<file path="config.mk">
export PLATFORM = sky130hd
export DESIGN_NAME = shield_mode_ctrl
export DESIGN_NICKNAME = d
export VERILOG_FILES = /design/src/rtl/shm_pkg.sv /design/src/rtl/shm_status.sv /design/src/rtl/shm_vault.sv /design/src/rtl/shm_seq.sv /design/src/rtl/shield_mode_ctrl.sv
export SDC_FILE = /design/constraint.sdc
export NUM_CORES = 1
export LEC_CHECK = 0
export CAP_MARGIN = 10
export CORE_MARGIN = 2
export CORE_UTILIZATION = 47
export CTS_CLUSTER_SIZE = 24
export DETAILED_ROUTE_END_ITERATION = 8
export PLACE_DENSITY = 0.89
export RECOVER_POWER = 50
export SLEW_MARGIN = 40
export SYNTH_ARGS = -nofsm -noshare
export SYNTH_HDL_FRONTEND = slang
export SYNTH_SLANG_ARGS = --single-unit
</file>
<file path="constraint.sdc">
create_clock -name clk -period 2.25 [get_ports clk]
set_input_delay 0.3375 -clock clk [delete_from_list [all_inputs] [get_ports clk]]
set_output_delay 0.3375 -clock clk [all_outputs]
set_load 0.01 [all_outputs]
</file>
<file path="src/rtl/shm_pkg.sv">
package shm_pkg;
  typedef enum logic [2:0] {
    ST_IDLE    = 3'd0,
    ST_RUN     = 3'd1,
    ST_SAVE    = 3'd2,
    ST_OUT     = 3'd3,
    ST_RESTORE = 3'd4
  } shm_state_e;

  localparam int unsigned BIT_ACTIVE = 0;
  localparam int unsigned BIT_HELD   = 1;

  typedef struct packed {
    logic reentry;
    logic integrity;
    logic rf_clear;
    logic handoff;
    logic resume;
  } shm_pulse_t;
endpackage

</file>
<file path="src/rtl/shm_status.sv">
module shm_status (
  input  logic       clk,
  input  logic       rst_n,
  input  logic       clr_all,
  input  logic       set_full,
  input  logic       set_held,
  output logic [1:0] status_q
);
  import shm_pkg::*;

  logic [1:0] status_d;
  logic       status_en;

  always_comb begin
    status_d  = status_q;
    status_en = clr_all | set_full | set_held;
    if (clr_all) begin
      status_d = 2'b00;
    end else if (set_full) begin
      status_d[BIT_ACTIVE] = 1'b1;
      status_d[BIT_HELD]   = 1'b1;
    end else if (set_held) begin
      status_d[BIT_ACTIVE] = 1'b0;
      status_d[BIT_HELD]   = 1'b1;
    end
  end

  always_ff @(posedge clk or negedge rst_n) begin
    if (!rst_n) begin
      status_q <= 2'b00;
    end else if (status_en) begin
      status_q <= status_d;
    end
  end
endmodule

</file>
<file path="src/rtl/shm_vault.sv">
module shm_vault #(
  parameter int unsigned AW      = 64,
  parameter int unsigned HW      = 128,
  parameter int unsigned SLICE_W = 32
) (
  input  logic          clk,
  input  logic          rst_n,
  input  logic          cap_pc,
  input  logic          clr_pc,
  input  logic [AW-1:0] pc_in,
  input  logic          cap_dig,
  input  logic          clr_dig,
  input  logic [HW-1:0] dig_in,
  input  logic [AW-1:0] ret_pc,
  output logic [AW-1:0] pc_q,
  output logic          pc_match,
  output logic          dig_match
);
  localparam int unsigned SLICES = HW / SLICE_W;

  logic [HW-1:0]     dig_q;
  logic [AW-1:0]     pc_d;
  logic [HW-1:0]     dig_d;
  logic              pc_en;
  logic              dig_en;
  logic [SLICES-1:0] slice_eq;

  always_comb begin
    pc_en  = cap_pc | clr_pc;
    pc_d   = clr_pc ? '0 : pc_in;
    dig_en = cap_dig | clr_dig;
    dig_d  = clr_dig ? '0 : dig_in;
  end

  always_ff @(posedge clk or negedge rst_n) begin
    if (!rst_n) begin
      pc_q <= '0;
    end else if (pc_en) begin
      pc_q <= pc_d;
    end
  end

  always_ff @(posedge clk or negedge rst_n) begin
    if (!rst_n) begin
      dig_q <= '0;
    end else if (dig_en) begin
      dig_q <= dig_d;
    end
  end

  for (genvar g = 0; g < SLICES; g++) begin : g_slice
    assign slice_eq[g] = (dig_in[g*SLICE_W +: SLICE_W] == dig_q[g*SLICE_W +: SLICE_W]);
  end

  assign dig_match = &slice_eq;
  assign pc_match  = (ret_pc == pc_q);
endmodule

</file>
<file path="src/rtl/shm_seq.sv">
module shm_seq (
  input  logic       clk,
  input  logic       rst_n,
  input  logic       enter_i,
  input  logic       leave_i,
  input  logic       irq_i,
  input  logic       ret_i,
  input  logic       ack_i,
  input  logic [1:0] status_i,
  input  logic       pc_match_i,
  input  logic       dig_match_i,
  output logic       clr_all_o,
  output logic       set_full_o,
  output logic       set_held_o,
  output logic       cap_pc_o,
  output logic       cap_dig_o,
  output logic       enc_req_o,
  output logic       dec_req_o,
  output shm_pkg::shm_pulse_t pulse_o
);
  import shm_pkg::*;

  shm_state_e st_q, st_d;
  shm_pulse_t pulse_d;
  logic       held;

  assign held = status_i[BIT_HELD];

  always_comb begin
    st_d       = st_q;
    clr_all_o  = 1'b0;
    set_full_o = 1'b0;
    set_held_o = 1'b0;
    cap_pc_o   = 1'b0;
    cap_dig_o  = 1'b0;
    pulse_d    = '0;
    pulse_d.reentry = enter_i && (status_i != 2'b00);
    unique case (st_q)
      ST_IDLE: begin
        if (enter_i && (status_i == 2'b00)) begin
          set_full_o = 1'b1;
          st_d       = ST_RUN;
        end else if (leave_i) begin
          clr_all_o        = 1'b1;
          pulse_d.rf_clear = 1'b1;
        end
      end
      ST_RUN: begin
        if (leave_i) begin
          clr_all_o        = 1'b1;
          pulse_d.rf_clear = 1'b1;
          st_d             = ST_IDLE;
        end else if (irq_i) begin
          cap_pc_o = 1'b1;
          st_d     = ST_SAVE;
        end
      end
      ST_SAVE: begin
        if (ack_i) begin
          cap_dig_o       = 1'b1;
          set_held_o      = 1'b1;
          pulse_d.handoff = 1'b1;
          st_d            = ST_OUT;
        end
      end
      ST_OUT: begin
        if (ret_i && held && pc_match_i) begin
          st_d = ST_RESTORE;
        end
      end
      ST_RESTORE: begin
        if (ack_i) begin
          if (dig_match_i) begin
            set_full_o     = 1'b1;
            pulse_d.resume = 1'b1;
            st_d           = ST_RUN;
          end else begin
            pulse_d.integrity = 1'b1;
            st_d              = ST_OUT;
          end
        end
      end
      default: st_d = ST_IDLE;
    endcase
  end

  always_ff @(posedge clk or negedge rst_n) begin
    if (!rst_n) begin
      st_q    <= ST_IDLE;
      pulse_o <= '0;
    end else begin
      st_q    <= st_d;
      pulse_o <= pulse_d;
    end
  end

  assign enc_req_o = (st_q == ST_SAVE);
  assign dec_req_o = (st_q == ST_RESTORE);
endmodule

</file>
<file path="src/rtl/shield_mode_ctrl.sv">
module shield_mode_ctrl #(
  parameter int unsigned AW      = 64,
  parameter int unsigned HW      = 128,
  parameter int unsigned SLICE_W = 32
) (
  input  logic          clk,
  input  logic          rst_n,
  input  logic          enter_i,
  input  logic          leave_i,
  input  logic          irq_i,
  input  logic [AW-1:0] irq_pc_i,
  input  logic          ret_i,
  input  logic [AW-1:0] ret_pc_i,
  input  logic          eng_ack_i,
  input  logic [HW-1:0] eng_digest_i,
  output logic [1:0]    status_o,
  output logic [AW-1:0] saved_pc_o,
  output logic          enc_req_o,
  output logic          dec_req_o,
  output logic          busy_o,
  output logic          rf_clear_o,
  output logic          handoff_o,
  output logic          resume_o,
  output logic          exc_reentry_o,
  output logic          exc_integrity_o
);
  import shm_pkg::*;

  logic       clr_all, set_full, set_held, cap_pc, cap_dig;
  logic       pc_match, dig_match;
  logic [1:0] status_q;
  shm_pulse_t pulse;

  shm_seq u_seq (
    .clk         (clk),
    .rst_n       (rst_n),
    .enter_i     (enter_i),
    .leave_i     (leave_i),
    .irq_i       (irq_i),
    .ret_i       (ret_i),
    .ack_i       (eng_ack_i),
    .status_i    (status_q),
    .pc_match_i  (pc_match),
    .dig_match_i (dig_match),
    .clr_all_o   (clr_all),
    .set_full_o  (set_full),
    .set_held_o  (set_held),
    .cap_pc_o    (cap_pc),
    .cap_dig_o   (cap_dig),
    .enc_req_o   (enc_req_o),
    .dec_req_o   (dec_req_o),
    .pulse_o     (pulse)
  );

  shm_status u_status (
    .clk      (clk),
    .rst_n    (rst_n),
    .clr_all  (clr_all),
    .set_full (set_full),
    .set_held (set_held),
    .status_q (status_q)
  );

  shm_vault #(.AW(AW), .HW(HW), .SLICE_W(SLICE_W)) u_vault (
    .clk       (clk),
    .rst_n     (rst_n),
    .cap_pc    (cap_pc),
    .clr_pc    (clr_all),
    .pc_in     (irq_pc_i),
    .cap_dig   (cap_dig),
    .clr_dig   (clr_all),
    .dig_in    (eng_digest_i),
    .ret_pc    (ret_pc_i),
    .pc_q      (saved_pc_o),
    .pc_match  (pc_match),
    .dig_match (dig_match)
  );

  assign status_o        = status_q;
  assign busy_o          = enc_req_o | dec_req_o;
  assign rf_clear_o      = pulse.rf_clear;
  assign handoff_o       = pulse.handoff;
  assign resume_o        = pulse.resume;
  assign exc_reentry_o   = pulse.reentry;
  assign exc_integrity_o = pulse.integrity;
endmodule

</file>
==> results.md <==
- PwrDens: 1080 mW/mm2
- Cell variety after synth: 42
- Most common cell after layout, fill and taps aside: nand2_1
- Die extent in x: 151 um
- Crit-path max FO: 3
- Worst setup SP type: flip-flop
- R2R cell count: 7
- Post-DR vias/cell: 5.39
- Port Buffer Count: 336
- Die Y: 151 um
- CTS Sinks: 202
- CP endpoint kind: flip-flop
- Drt total wl: 34100 um
- Layout area overhead: 46.5%
- CTS H-Tree Depth: 1
- Fmax: 0.452 GHz
- Final Wtd Congestion: 1.05
- Slew margin rel.: -3.35%
- Slew at the pin with the worst max-slew slack: 1550 ps
- Clock skew: 11.3 ps
- Clock latency on the worst-skew pair: 500 ps
- Max_cap viols: 1
- RSZ-0062 raised after global routing: true
- Top-area cell type share of the netlist area: 49.9%
- Via count: 9646
- Post-DRT Antenna Nets: 0
- Failing checks: max-capacitance violations, max-slew violations
- Top Metal Used: met5
- Total GRT Usage: 29.4%
- Clk slew on worst S/H paths: 60 ps
- Yosys reg bits: 202
- Largest net degree at the start of global routing: 92
- Overall power: 0.0160 W
- DR WL met2: 16300 um
- Core area: 0.0211 mm2
- DRC violations left: 0
- Worst setup path class: flip-flop to flip-flop
- Pre-antenna DRT Iters: 7
- Most frequent cells in the layout: nand2_1, clkdlybuf4s50_1, dfrtp_1
- Worst IR Drop VDD: 0.700 mV
- Final setup margin: 37.2 ps
- Crit path time final: 2210 ps
- Status: finished with violations
- Clock buffer depth: 3
- Layout cells sized above 1: 6.84%
- Slew Limit Fails: 59
- Global-route wire length before repair: 51500 um
- Cells after Synth: 1153
- Drt wl/cell: 19.1 um
- Top cells by area, synth: dfrtp_1, nand2_1, xnor2_1
- Vias in the first global route: 9547
- Period utilisation layout: 98.3%
- # setup viols final: 0
- TritonCTS buffer count: 23
- Number of DRC markers in iteration 0: 600
- Leakage: 6.03 nW
- Row Count: 53
- Hold Path Depth: 3
- CTS tree: done
- Met3 Wirelength: 2880 um
- Path type of the worst min-delay path: primary input to flip-flop
- Total global routing overflow: 0
- Die footprint: 0.0228 mm2
- Worst Path Required: 2640 ps
- Mapped Nets: 1416
- Pre-CTS WS: -540 ps
- Avg Cell Area, Syn: 8.79 um2
- Ports: 337
- Nets: 1753
- Final core utilization: 70.4%
- Critical Path AT: 2600 ps
- Starting Density: 48.1%
- Clk Tree Root Cell: clkbuf_16
- M1 WL: 13600 um
- Seq/Total Area, Yosys: 49.9%
- Largest area contributor in the netlist: dfrtp_1
- Hpwl dp: 24700 um
- Initial antenna violation count: 7
- Final hold violations: 0
- Synth warn: 0
- Synth Cell Area: 0.0101 mm2
## repair_timing
action,4_1_cts,5_1_grt
setup endpoints to repair,5,5
hold buffers,1,0
buffers inserted,6,0
pin swaps,0,7
gates resized for setup,5,10
hold endpoints to repair,53,0
## report_power, final
part	switching, W	internal [W]
registers	0.00112	0.00485
clock network	0.00151	0.00219
logic	0.00321	0.00311
total	0.00583	0.0101
## synth_stat cells
master     number
nand2_1       390
dfrtp_1       202
a21oi_1       193
xnor2_1       140
xor2_1         39
nand4_1        38
clkbuf_1       35
nor4_1         20
buf_2          18
inv_1          16
buf_1          10
nor2_1          5
o22ai_1         4
o2bb2ai_1       4
a221oi_1        3
nand3_1         3
nor3_1          3
a211oi_1        2
and3_1          2
buf_6           2
nor2b_1         2
o21ai_0         2
a21boi_0        1
a21o_1          1
a21oi_2         1
a22o_1          1
a311oi_1        1
a31o_1          1
a31o_2          1
a32oi_1         1
and2_1          1
buf_4           1
nand3b_1        1
nor4b_1         1
nor4b_2         1
nor4b_4         1
o21a_1          1
o221ai_1        1
o31ai_1         1
o32ai_2         1
or2_2           1
or4_4           1
## flip-flops by register name, indices dropped and copies added, names as in the netlist
name,count
u_seq.pulse_o,5
u_vault.dig_q,128
u_vault.pc_q,64
u_status.status_q,2
u_seq.st_q,3
## worst max-delay path, stage by stage (launching register included)
cell and delay (ps):
dfrtp_1 440, xnor2_1 260, nand4_1 140, nor4_2 330, nand3_1 150, or4_4 520
a21oi_1 180, o2bb2ai_1 80
## final timing paths
kind                                        start                end  slack, ps
worst max register to register   u_vault.pc_q[42]      u_seq.st_q[1]         40
max in group asynchronous                   rst_n    u_vault.pc_q[4]        320
min in group asynchronous                   rst_n   u_vault.pc_q[40]        770
worst max-delay path             u_vault.pc_q[42]      u_seq.st_q[1]         40
worst min-delay path                  irq_pc_i[2]    u_vault.pc_q[2]        370
worst min register to register  u_vault.dig_q[65]  u_vault.dig_q[65]        530
## final cells by class
| type | count | area (um2) |
|---|---|---|
| Multi-Input combinational cell | 869 | 4810 |
| Clock inverter | 9 | 76.3 |
| Tap cell | 275 | 344 |
| Sequential cell | 202 | 5060 |
| Inverter | 16 | 62.6 |
| Fill cell | 1574 | 6240 |
| Clock buffer | 32 | 669 |
| Antenna cell | 8 | 20.0 |
| Timing Repair Buffer | 378 | 3810 |
## routing by layer
layer  up-vias  GRT usage (%)
met5         -              0
met4         2           11.9
met3        87           6.69
met2       421           47.2
met1      4649           38.8
li1       4487              -
## stage by stage
step / TNS, ps / cell area [um2] / std cells / hold WS, ps
after floorplan: 0 / 10100 / 1153 / 41.9
after detailed placement: -2710 / 14000 / 1733 / 367
after CTS: 0 / 14800 / 1781 / 361
final: 0 / 14800 / 1789 / 375
after global routing: -44.0 / 14800 / 1785 / 377
after global placement: -2280 / 14000 / 1733 / 359
## cell families (layout without fill, tap and decap cells)
| group | count (synthesis) | count (layout) | synth area share, % |
|---|---|---|---|
| buffers and inverters | 82 | 435 | 3.44 |
| xor gates and xnor gates | 179 | 179 | 15.5 |
| AOI/OAI and AO/OA | 220 | 220 | 11.7 |
| DFF | 202 | 202 | 49.9 |
| other | 0 | 8 | 0 |
| and+or+nand+nor | 470 | 470 | 19.5 |
No activity file was read; power rests on OpenSTA's default activity.
